$ cat src/rtl/flash_pulse_pkg.sv
package flash_pulse_pkg;
  typedef enum logic [2:0] {
    PH_IDLE  = 3'd0,
    PH_ARM   = 3'd1,
    PH_SETUP = 3'd2,
    PH_PULSE = 3'd3,
    PH_POST  = 3'd4,
    PH_FINAL = 3'd5
  } phase_e;

  localparam logic [1:0] WSEL_SHORT = 2'd0;
  localparam logic [1:0] WSEL_MED   = 2'd1;
endpackage

$ cat src/rtl/flash_pulse_wmux.sv
module flash_pulse_wmux #(
  parameter int W = 16
) (
  input  logic [1:0]   sel_i,
  input  logic [W-1:0] short_i,
  input  logic [W-1:0] med_i,
  input  logic [W-1:0] long_i,
  output logic [W-1:0] width_o
);
  import flash_pulse_pkg::*;

  always_comb begin
    unique case (sel_i)
      WSEL_SHORT: width_o = short_i;
      WSEL_MED:   width_o = med_i;
      default:    width_o = long_i;  // codes 2 and 3
    endcase
  end
endmodule

$ cat src/rtl/flash_pulse_cnt.sv
module flash_pulse_cnt #(
  parameter int W = 16
) (
  input  logic         clk_i,
  input  logic         rst_ni,
  input  logic         load_i,
  input  logic [W-1:0] load_val_i,
  output logic         last_o
);
  localparam logic [W-1:0] ONE = W'(1);

  logic [W-1:0] cnt_q;

  always_ff @(posedge clk_i or negedge rst_ni) begin
    if (!rst_ni)             cnt_q <= '0;
    else if (load_i)         cnt_q <= (load_val_i == '0) ? ONE : load_val_i;
    else if (cnt_q != '0)    cnt_q <= cnt_q - ONE;
  end

  assign last_o = (cnt_q == ONE);

  // zero count must still give a one-cycle phase
  assert_load_nonzero_R6: assert property (@(posedge clk_i) disable iff (!rst_ni)
    load_i |=> (cnt_q != '0));
endmodule

$ cat src/rtl/flash_pulse_fsm.sv
module flash_pulse_fsm #(
  parameter int W = 16
) (
  input  logic         clk_i,
  input  logic         rst_ni,
  input  logic         start_i,
  input  logic [W-1:0] t_setup_i,
  input  logic [W-1:0] t_pulse_i,
  input  logic [W-1:0] t_post_i,
  input  logic [W-1:0] t_final_i,
  input  logic         last_i,
  output logic         load_o,
  output logic [W-1:0] load_val_o,
  output logic         setup_o,
  output logic         prog_o,
  output logic         wdt_en_o,
  output logic         busy_o,
  output logic         done_o
);
  import flash_pulse_pkg::*;

  phase_e       ph_q, ph_d;
  logic [W-1:0] ts_q, tp_q, tpo_q, tf_q;
  logic         done_q;
  logic         accept;

  assign accept = (ph_q == PH_IDLE) && start_i;

  always_comb begin
    ph_d       = ph_q;
    load_o     = 1'b0;
    load_val_o = '0;
    unique case (ph_q)
      PH_IDLE:  if (start_i) ph_d = PH_ARM;
      PH_ARM: begin
        ph_d = PH_SETUP; load_o = 1'b1; load_val_o = ts_q;
      end
      PH_SETUP: if (last_i) begin
        ph_d = PH_PULSE; load_o = 1'b1; load_val_o = tp_q;
      end
      PH_PULSE: if (last_i) begin
        ph_d = PH_POST; load_o = 1'b1; load_val_o = tpo_q;
      end
      PH_POST: if (last_i) begin
        ph_d = PH_FINAL; load_o = 1'b1; load_val_o = tf_q;
      end
      PH_FINAL: if (last_i) ph_d = PH_IDLE;
      default:  ph_d = PH_IDLE;
    endcase
  end

  always_ff @(posedge clk_i or negedge rst_ni) begin
    if (!rst_ni) begin
      ph_q   <= PH_IDLE;
      done_q <= 1'b0;
      ts_q   <= '0;
      tp_q   <= '0;
      tpo_q  <= '0;
      tf_q   <= '0;
    end else begin
      ph_q   <= ph_d;
      done_q <= (ph_q == PH_FINAL) && last_i;
      if (accept) begin
        ts_q  <= t_setup_i;
        tp_q  <= t_pulse_i;
        tpo_q <= t_post_i;
        tf_q  <= t_final_i;
      end
    end
  end

  assign busy_o   = (ph_q != PH_IDLE);
  assign wdt_en_o = busy_o;
  assign setup_o  = (ph_q == PH_SETUP) || (ph_q == PH_PULSE) || (ph_q == PH_POST);
  assign prog_o   = (ph_q == PH_PULSE);
  assign done_o   = done_q;

  assert_arm_cycle_R2: assert property (@(posedge clk_i) disable iff (!rst_ni)
    $rose(busy_o) |-> (wdt_en_o && !setup_o && !prog_o));

  assert_prog_after_setup_R9: assert property (@(posedge clk_i) disable iff (!rst_ni)
    $rose(prog_o) |-> $past(setup_o));

  assert_setup_after_prog_R9: assert property (@(posedge clk_i) disable iff (!rst_ni)
    $fell(setup_o) |-> ($past(!prog_o) && !prog_o));

  assert_done_single_R8: assert property (@(posedge clk_i) disable iff (!rst_ni)
    done_o |=> !done_o);

  assert_done_idle_R8: assert property (@(posedge clk_i) disable iff (!rst_ni)
    done_o |-> !busy_o);

  assert_busy_holds_R7: assert property (@(posedge clk_i) disable iff (!rst_ni)
    (busy_o && !(ph_q == PH_FINAL && last_i)) |=> busy_o);

  assert_wdt_window_R10: assert property (@(posedge clk_i) disable iff (!rst_ni)
    setup_o |-> wdt_en_o);
endmodule

$ cat src/rtl/flash_pulse_seq.sv
module flash_pulse_seq #(
  parameter int W = 16
) (
  input  logic         clk_i,
  input  logic         rst_ni,
  input  logic         start_i,
  input  logic [1:0]   width_sel_i,
  input  logic [W-1:0] t_setup_i,
  input  logic [W-1:0] t_short_i,
  input  logic [W-1:0] t_med_i,
  input  logic [W-1:0] t_long_i,
  input  logic [W-1:0] t_post_i,
  input  logic [W-1:0] t_final_i,
  output logic         setup_o,
  output logic         prog_o,
  output logic         wdt_en_o,
  output logic         busy_o,
  output logic         done_o
);
  logic [W-1:0] pulse_w;
  logic         cnt_load;
  logic [W-1:0] cnt_val;
  logic         cnt_last;

  flash_pulse_wmux #(.W(W)) u_wmux (
    .sel_i   (width_sel_i),
    .short_i (t_short_i),
    .med_i   (t_med_i),
    .long_i  (t_long_i),
    .width_o (pulse_w)
  );

  flash_pulse_cnt #(.W(W)) u_cnt (
    .clk_i      (clk_i),
    .rst_ni     (rst_ni),
    .load_i     (cnt_load),
    .load_val_i (cnt_val),
    .last_o     (cnt_last)
  );

  flash_pulse_fsm #(.W(W)) u_fsm (
    .clk_i      (clk_i),
    .rst_ni     (rst_ni),
    .start_i    (start_i),
    .t_setup_i  (t_setup_i),
    .t_pulse_i  (pulse_w),
    .t_post_i   (t_post_i),
    .t_final_i  (t_final_i),
    .last_i     (cnt_last),
    .load_o     (cnt_load),
    .load_val_o (cnt_val),
    .setup_o    (setup_o),
    .prog_o     (prog_o),
    .wdt_en_o   (wdt_en_o),
    .busy_o     (busy_o),
    .done_o     (done_o)
  );
endmodule

$ cat config.mk
export PLATFORM = sky130hd
export DESIGN_NAME = flash_pulse_seq
export DESIGN_NICKNAME = d
export VERILOG_FILES = /design/src/rtl/flash_pulse_pkg.sv /design/src/rtl/flash_pulse_wmux.sv /design/src/rtl/flash_pulse_cnt.sv /design/src/rtl/flash_pulse_fsm.sv /design/src/rtl/flash_pulse_seq.sv
export SDC_FILE = /design/constraint.sdc
export NUM_CORES = 1
export LEC_CHECK = 0
export CAP_MARGIN = 0
export CORE_UTILIZATION = 47
export CTS_BUF_LIST = sky130_fd_sc_hd__clkbuf_4 sky130_fd_sc_hd__clkbuf_8
export CTS_CLUSTER_SIZE = 28
export DETAILED_ROUTE_END_ITERATION = 10
export PLACE_DENSITY = 0.85
export SLEW_MARGIN = 15
export SYNTH_ARGS = -nofsm -noshare
export SYNTH_HDL_FRONTEND = slang
export SYNTH_SLANG_ARGS = --single-unit
$ cat constraint.sdc
create_clock -name clk_i -period 3.7 [get_ports clk_i]
set_input_delay 0.555 -clock clk_i [delete_from_list [all_inputs] [get_ports clk_i]]
set_output_delay 0.555 -clock clk_i [all_outputs]
set_load 0.005 [all_outputs]
## Word-level counts from Yosys, hierarchy flattened

Cells that the tools add are included.

| operators by class | value |
|---|---|
| $add $sub $neg | 1 |
| equal/unequal tests | 12 |
| mux-type cells | 16 |
| reduce and logical (&&, ||, !) cells | 12 |

Operator list:

| cell | number |
|---|---|
| 16-bit 2-to-1 mux | 6 |
| 16-bit one-hot mux with 4 select lines | 1 |
| 16-bit one-hot mux with 2 select lines | 1 |
| 3-bit one-hot mux with 6 select lines | 1 |
| 16-bit by 1-bit == test with 1-bit output (second input constant) | 1 |
| 16-bit zero test | 1 |
| 16-bit nonzero test | 1 |
| 16-bit by 1-bit subtractor with 16-bit output (second input constant) | 1 |
| 3-bit 2-to-1 mux | 5 |
| 2-bit by 1-bit inequality test with 1-bit output (second input constant) | 4 |
| 3-bit by 2-bit == test with 1-bit output (second input constant) | 2 |
| 3-bit == test (second input constant) | 2 |
| 5-bit AND reduction | 1 |
| 3-bit by 1-bit == test with 1-bit output (second input constant) | 1 |
| 3-bit zero test | 1 |
| 3-bit nonzero test | 1 |
| 3-bit OR reduction | 1 |
| 2-bit by 1-bit == test with 1-bit output (second input constant) | 1 |
| 1-bit logical AND | 2 |
| 2-bit zero test | 1 |
| 1-bit logical OR | 2 |
| 2-bit inequality test (second input constant) | 1 |
| 1-bit one-hot mux with 2 select lines | 1 |
| 2-bit nonzero test | 1 |
| 1-bit 2-to-1 mux | 1 |

| word-level totals | value |
|---|---|
| flip-flop bits (word level) | 84 |
| bits of input ports | 101 |
| output and inout port bits | 5 |

## Longest topological paths before layout

Gate-level depths: netlist of the first run.

| depth | value |
|---|---|
| depth after elaboration | 6 |
| mapped depth | 9 |
| depth with buffers taken out | 7 |

## By module

From an unflattened synthesis of the first run, not the netlist that was laid out.

| second synthesis, totals | value |
|---|---|
| cells, all modules | 388 |
| area total of the unflattened synthesis | 4699.5 um^2 |

Modules (own cells, without submodules):

| module | times used | cells each | area an instance (um^2) |
|---|---|---|---|
| flash_pulse_fsm | 1 | 217 | 3315.7 |
| flash_pulse_cnt | 1 | 118 | 1039.7 |
| flash_pulse_wmux | 1 | 53 | 344.1 |

## Worst setup path after synthesis of the first run

No wires, ideal clock.

| path | value |
|---|---|
| kind | reg-to-reg |
| start point | register u_cnt.cnt_q[10] |
| end point | register u_cnt.cnt_q[10] |
| data arrival time | 1.950 ns |
| required time | 3.565 ns |
| path slack | 1.615 ns |
| cell stages (with the launch flop) | 9 |
| path buffers | 2 |
| clock period less this slack | 2.085 ns |
| cell sequence | dfrtp_1 > or4_4 > nand2b_4 > nor3_4 > o21ai_2 > or3b_1 > buf_6 > buf_12 > o221ai_2 |

| on the way | value |
|---|---|
| cells in the longest elaborated chain, start to end | 6 |
| elaborated cells on any way between the ends | 14 |

RTL lines:

| element | RTL line | RTL |
|---|---|---|
| start: declaration | flash_pulse_cnt.sv:12 | `logic [W-1:0] cnt_q;` |
| start signal: assignment | flash_pulse_cnt.sv:16 | `else if (load_i) cnt_q <= (load_val_i == '0) ? ONE : load_val_i;` |
| start signal: assignment | flash_pulse_cnt.sv:17 | `else if (cnt_q != '0) cnt_q <= cnt_q - ONE;` |
| 16-bit by 1-bit == test with 1-bit output | flash_pulse_cnt.sv:20 | `assign last_o = (cnt_q == ONE);` |
| 16-bit 2-to-1 mux, on equally long branches | flash_pulse_fsm.sv:44, flash_pulse_fsm.sv:41, flash_pulse_fsm.sv:38 |  |
| 16-bit one-hot mux with 4 select lines | flash_pulse_fsm.sv:33 | `unique case (ph_q)` |
| 16-bit zero test | flash_pulse_cnt.sv:16 |  |
| 16-bit 2-to-1 mux (2 in a row) | flash_pulse_cnt.sv:16 |  |

Several ways; a longest one is shown, not always the timed one. The select of a mux whose other input is x is not followed.
A chain may end at the register's enable or synchronous reset.

## Final worst setup path of the first run

| path | value |
|---|---|
| start point | register u_cnt.cnt_q[10] |
| end point | register u_cnt.cnt_q[4] |

Same word-level chain as after synthesis.

==> metrics.md, run 1 <==
| Metric | Value |
|---|---|
| TNS Setup | 0 ns |
| Root buf cell | clkbuf_8 |
| IO Port Bufs | 105 |
| Most frequent cells in the layout | nand2_1, clkdlybuf4s50_1, dfrtp_1 |
| Post-CTS Hold Fix Bufs | 0 |
| Ports | 106 |
| Clk pwr share | 17.1% |
| Die W | 98.7 um |
| DR vias/cell | 5.42 |
| Commonest non-fill, non-tap cell in the layout | nand2_1 |
| Max Fclk | 344 MHz |
| Sequential share of power | 47.3% |
| Clock-pin slew on the worst setup and hold paths | 0.09 ns |
| Mapped Area | approximately 4400 um2 |
| CP max-delay cell | or3b_1 |
| Max-Cap Viols | 0 |
| Final Critical Period | between 2 and 3 ns |
| Crit Path Class | register to register |
| Slew HR | 32.0% |
| Post_cts resized | 0 |
| Clock skew | around 0.011 ns |
| Finish-stage setup viols | 0 |
| Tightest Pin Transition | 1.02 ns |
| First-pass GRT wire length | 17,900 um |
| Ys Warns | 0 |
| Initial core utilization | just under 50% |
| Via Count | between 3,000 and 4,000 |
| # DRC | 0 |
| Critical Path End Type | register |
| Fin. Hold Viols | 0 |
| Worst-Skew Late Latency | 0.37 ns |
| CP startpoint kind | register |
| CTS tree | done |
| Max IR drop VDD | 0.386 mV |
| Fraction of layout cells with a size suffix above 1 | 9.68% |
| Site row count | 34 |
| Non-Filler Instances | between 600 and 700 |
| CP Launch Point | u_cnt.cnt_q[10]$_DFFE_PN0P_ |
| Worst r2r src | u_cnt.cnt_q[10]$_DFFE_PN0P_ |
| Vias in the first global route | ~3,700 |
| RSZ-0062 raised after global routing | false |
| Slew Limit Fails | 0 |
| R2R depth | 6 |
| Status | finished clean |
| Cells after Synth | 491 |
| Ranking of synthesized cells by area | dfrtp_1, nand2_1, mux2i_1, o221ai_2, mux2_2 |
| Yosys top cell by area | dfrtp_1 |
| Total Routing Usage GR | 23.4% |
| Synth top area share | 47.8% |
| First drt pass iteration count | 5 |
| #FFs+latches synth | 84 |
| Max Root-Sink Buffers | 2 |
| Internal power | 0.00226 W |
| Total CTS buffers | 9 |
| H-tree levels | 3 |
| Gate power share | 35.6% |
| Sw Share | 36.6% |
| Leakage | 2.56 nW |
| Post-CTS setup buffers | 0 |
| PwrDens | 628 nW/um2 |
| Period utilisation layout | 78.6% |
| Area of the die | roughly 9800 um2 |
| Sequential fraction of the synthesis area | 47.8% |
| Grt ovf | 0 |
| # diodes | 0 |
| Placed insts | 680 |
| CTS sink count | 84 |
| Fillers | 721 |
| Post-Route WL | about 11,000 um |
| Delay of the slowest critical-path stage | 0.72 ns |
| Largest net degree at the start of global routing | 85 |
| Synth-to-Final Area Change | 29.3% |
| Crit path DAT | 3.10 ns |
| Overall power | 0.00357 W |
| Core Util, Final | 64.0% |
| Post-DP HPWL | 7790 um |
| Syn nets | 595 |
| Antenna viol nets, final | 0 |
| Core box area | 8890 um2 |
| Critical Path, Cell by Cell | or4_4 > nand2b_4 > nor3_4 > o21ai_2 > or3b_1 > o221ai_1 |
| P_sw | roughly 0.0013 W |
| Avg WL per Cell | 15.1 um |
| CP required | 3.89 ns |
| Initial antenna violation count | 0 |
| Post-synthesis cell type count | 40 |
| NumNets Final | 688 |
| Hold crit path type | input pin to async pin |
| DR iter-0 viols | 253 |
| GPL Wtd Cong | around 0.85 |
| Die height | 98.7 um |
| CP max FO | 20 |
| Synthesized area per cell | 8.96 um2 |
[cell usage after synthesis (all sizes together)]
| cell type | number |
|---|---|
| xor2 | 3 |
| nor2 | 27 |
| o221ai | 15 |
| nand4bb | 1 |
| clkbuf | 23 |
| or3b | 1 |
| nand4 | 5 |
| o211ai | 2 |
| dfrtp | 84 |
| o21ai | 19 |
| or4 | 2 |
| nand3b | 2 |
| a21oi | 21 |
| nor3b | 6 |
| nand2 | 179 |
| or3 | 1 |
| nand2b | 3 |
| or2 | 1 |
| buf | 8 |
| and2 | 3 |
| mux2 | 12 |
| mux2i | 20 |
| nand3 | 3 |
| nor4 | 7 |
| ha | 3 |
| inv | 5 |
| nor2b | 1 |
| a22oi | 12 |
| nor3 | 8 |
| xnor2 | 14 |
[per-layer routing]
metal / vias to the layer above / wire length, um / track usage (%) / part of all wire, %
met1: 1801 / 4410 / 29.7 / 42
met5: - / 0 / 0 / 0
met2: 117 / 5280 / 39.4 / 50
met3: 20 / 601 / 5.18 / 5.7
met4: 0 / 240 / 8.15 / 2.3
li1: 1839 / - / - / -
[power by group through the flow]
| stage | Combinational, W | Clock (W) | Sequential, W |
|---|---|---|---|
| after floorplan | 0.000919 | 0 | 0.00159 |
| after global placement | 0.00121 | 0 | 0.00166 |
| after detailed placement | 0.00126 | 0 | 0.00169 |
| after CTS | 0.00127 | 0.000618 | 0.00168 |
| after global routing | 0.00143 | 0.000659 | 0.00174 |
| final | 0.00127 | 0.000612 | 0.00169 |
[state kept, by name (all words and copies together), names as in the netlist]
signal and count:
u_cnt.cnt_q 16, u_fsm.done_o 1, u_fsm.ph_q 3, u_fsm.tf_q 16, u_fsm.tp_q 16, u_fsm.tpo_q 16
u_fsm.ts_q 16
[layout make-up]
class | count | area (um2) | area share [%]
Tap cell | 108 | 135 | 2.38
Multi-Input combinational cell | 371 | 2120 | 37.3
Sequential cell | 84 | 2100 | 36.9
Inverter | 5 | 18.8 | 0.330
Timing Repair Buffer | 113 | 1130 | 19.8
Clock inverter | 6 | 43.8 | 0.770
Clock buffer | 10 | 138 | 2.42
[kinds of logic after synthesis]
kind of cell	Yosys count	share of synthesized area, %
adder cells (fa/ha/maj)	3	0.853
buffers and inverters	36	4.01
XOR/XNOR	17	3.38
multiplexers	32	7.62
AND/OR/NAND/NOR	250	24.9
AO/OA/AOI/OAI	69	11.4
flip-flops	84	47.8
[worst max-delay path, delay by kind of cell, from the launching register on]
family | cells | cell delay (ns)
flip-flops | 1 | 0.41
AO/OA/AOI/OAI | 2 | 0.57
AND/OR/NAND/NOR | 4 | 1.75
[metrics by stage]
step	worst slack (ns)	area (um2)	hold WS, ns
floorplan	1.62	4400	0.259
global placement	0.944	5480	0.454
detailed placement	0.814	5480	0.457
CTS	0.793	5660	0.420
global route	0.653	5690	0.0904
finish	0.792	5690	0.0833
[path summary, 6_finish.rpt]
check / slack (ns) / end
min reg2reg: 0.48 / u_fsm.tpo_q[0]$_DFFE_PN0P_
max: 0.79 / u_cnt.cnt_q[4]$_DFFE_PN0P_
min: 0.08 / u_fsm.tf_q[3]$_DFFE_PN0P_
min in group clk_i: 0.48 / u_fsm.tpo_q[0]$_DFFE_PN0P_
max in group asynchronous: 3.02 / u_fsm.tp_q[2]$_DFFE_PN0P_
max reg2reg: 0.79 / u_cnt.cnt_q[4]$_DFFE_PN0P_
No activity file was read; power rests on OpenSTA's default activity.
==> run 2, diff against run 1 <==
==> constraint.sdc (replaced) <==
create_clock -name clk_i -period 2.8 [get_ports clk_i]
set_input_delay 0.42 -clock clk_i [delete_from_list [all_inputs] [get_ports clk_i]]
set_output_delay 0.42 -clock clk_i [all_outputs]
set_load 0.005 [all_outputs]
==> metrics.md, run 2 (same netlist as run 1, synthesis figures left out) <==
| Metric | Value |
|---|---|
| Clock-pin slew on the worst setup and hold paths | 0.09 ns |
| CP required | 2.38 ns |
| Max Fclk | 391 MHz |
| NumNets Final | 696 |
| Vias in the first global route | just under 4,000 |
| RSZ-0062 raised after global routing | false |
| Critical Path, Cell by Cell | nor2b_2 > and2_1 > clkdlybuf4s50_1 |
| IO Port Bufs | 105 |
| # DRC | 0 |
| Total CTS buffers | 9 |
| CP max-delay cell | dfrtp_1 |
| First drt pass iteration count | 5 |
| Core Util, Final | 64.7% |
| Post-CTS Hold Fix Bufs | 0 |
| CP startpoint kind | register |
| GPL Wtd Cong | 0.857 |
| Ports | 106 |
| First-pass GRT wire length | 18,200 um |
| Max IR drop VDD | 0.435 mV |
| Die height | just under 100 um |
| H-tree levels | 3 |
| CTS sink count | 84 |
| Period utilisation layout | 91.3% |
| Area of the die | between 9000 and 10,000 um2 |
| Total Routing Usage GR | between 20% and 30% |
| Tightest Pin Transition | 1.05 ns |
| Clock skew | 0.0133 ns |
| Post-DP HPWL | approximately 8000 um |
| Post-Route WL | 11,000 um |
| Most frequent cells in the layout | nand2_1, clkdlybuf4s50_1, dfrtp_1 |
| Initial core utilization | about half |
| Slew Limit Fails | 0 |
| Root buf cell | clkbuf_8 |
| TNS Setup | 0 ns |
| Max Root-Sink Buffers | 2 |
| Max-Cap Viols | 0 |
| Crit path max-delay family | simple AND/OR/NAND/NOR gates |
| CTS tree | done |
| Status | finished clean |
| Largest net degree at the start of global routing | 85 |
| DR vias/cell | 5.48 |
| Via Count | between 3,000 and 4,000 |
| Final Critical Period | ~2.6 ns |
| Antenna viol nets, final | 0 |
| Fin. Hold Viols | 0 |
| Slew HR | between 30% and 40% |
| Worst Path Buf+Inv | 1 |
| Site row count | 34 |
| Die W | 98.7 um |
| PwrDens | roughly 840 nW/um2 |
| # diodes | 0 |
| Leakage | 2.61 nW |
| Avg WL per Cell | approximately 16 um |
| Initial antenna violation count | 0 |
| Hold crit path type | input pin to async pin |
| Fraction of layout cells with a size suffix above 1 | 11.1% |
| DR iter-0 viols | 189 |
| Core box area | 8890 um2 |
| Delay of the slowest critical-path stage | between 0.5 and 0.6 ns |
| Finish-stage setup viols | 0 |
| Crit path DAT | roughly 2.1 ns |
| Worst-Skew Late Latency | 0.37 ns |
| Commonest non-fill, non-tap cell in the layout | nand2_1 |
| Synth-to-Final Area Change | 30.8% |
| Critical Path End Type | output pin |
| Crit Path Class | register to output pin |
| CP max FO | 10 |
| Grt ovf | 0 |
[run 2: stage by stage]
stage	total power [W]	std cells	worst slack (ns)	hold WS (ns)	cell area, um2
2_1_floorplan	0.00332	491	0.715	0.124	4400
4_1_cts	0.00481	699	0.0539	0.281	5710
6_report	0.00481	705	0.243	0.244	5760
3_3_place_gp	0.00380	683	0.389	0.453	5500
3_5_place_dp	0.00392	683	0.273	0.457	5500
5_1_grt	0.00514	705	0.159	0.335	5760
[run 2: path summary, 6_finish.rpt]
path | startpoint | to | slack (ns) | depth (start not counted)
min reg2reg | u_fsm.tpo_q[5]$_DFFE_PN0P_ | u_fsm.tpo_q[5]$_DFFE_PN0P_ | 0.48 | 2
min | rst_ni | u_fsm.ts_q[11]$_DFFE_PN0P_ | 0.24 | 1
max in group asynchronous | rst_ni | u_fsm.ph_q[2]$_DFFE_PN0P_ | 1.90 | 1
max reg2reg | u_cnt.cnt_q[4]$_DFFE_PN0P_ | u_cnt.cnt_q[10]$_DFFE_PN0P_ | 0.35 | 6
min in group clk_i | u_fsm.tpo_q[5]$_DFFE_PN0P_ | u_fsm.tpo_q[5]$_DFFE_PN0P_ | 0.48 | 2
max | u_fsm.ph_q[1]$_DFFE_PN0P_ | prog_o | 0.24 | 3
[run 2: per-layer routing]
layer	GRT usage (%)	wire length, um
met5	0	0
met1	30.2	4640
met2	40.0	5570
met4	9.76	229
met3	4.82	575
[run 2: report_power, final]
group	leakage, nW	internal, W	total [W]	switching, W
combinational	1.46	0.000841	0.00170	0.000857
clock	0.101	0.000435	0.000881	0.000446
sequential	1.05	0.00179	0.00223	0.000437
total	2.61	0.00307	0.00481	0.00174
[run 2: area by class of cell]
cell class,instances,area (um2)
Timing Repair Buffer,121,1170
Multi-Input combinational cell,371,2130
Clock buffer,11,139
Sequential cell,84,2100
Fill cell,714,3140
Clock inverter,5,60.1
Tap cell,108,135
Inverter,5,18.8
[run 2: what timing repair did]
action                                  in CTS  in global routing
setup buffers                                0                  6
gates resized for setup                      1                  1
hold endpoints to repair                     0                  0
endpoints found under the setup margin       1                  2
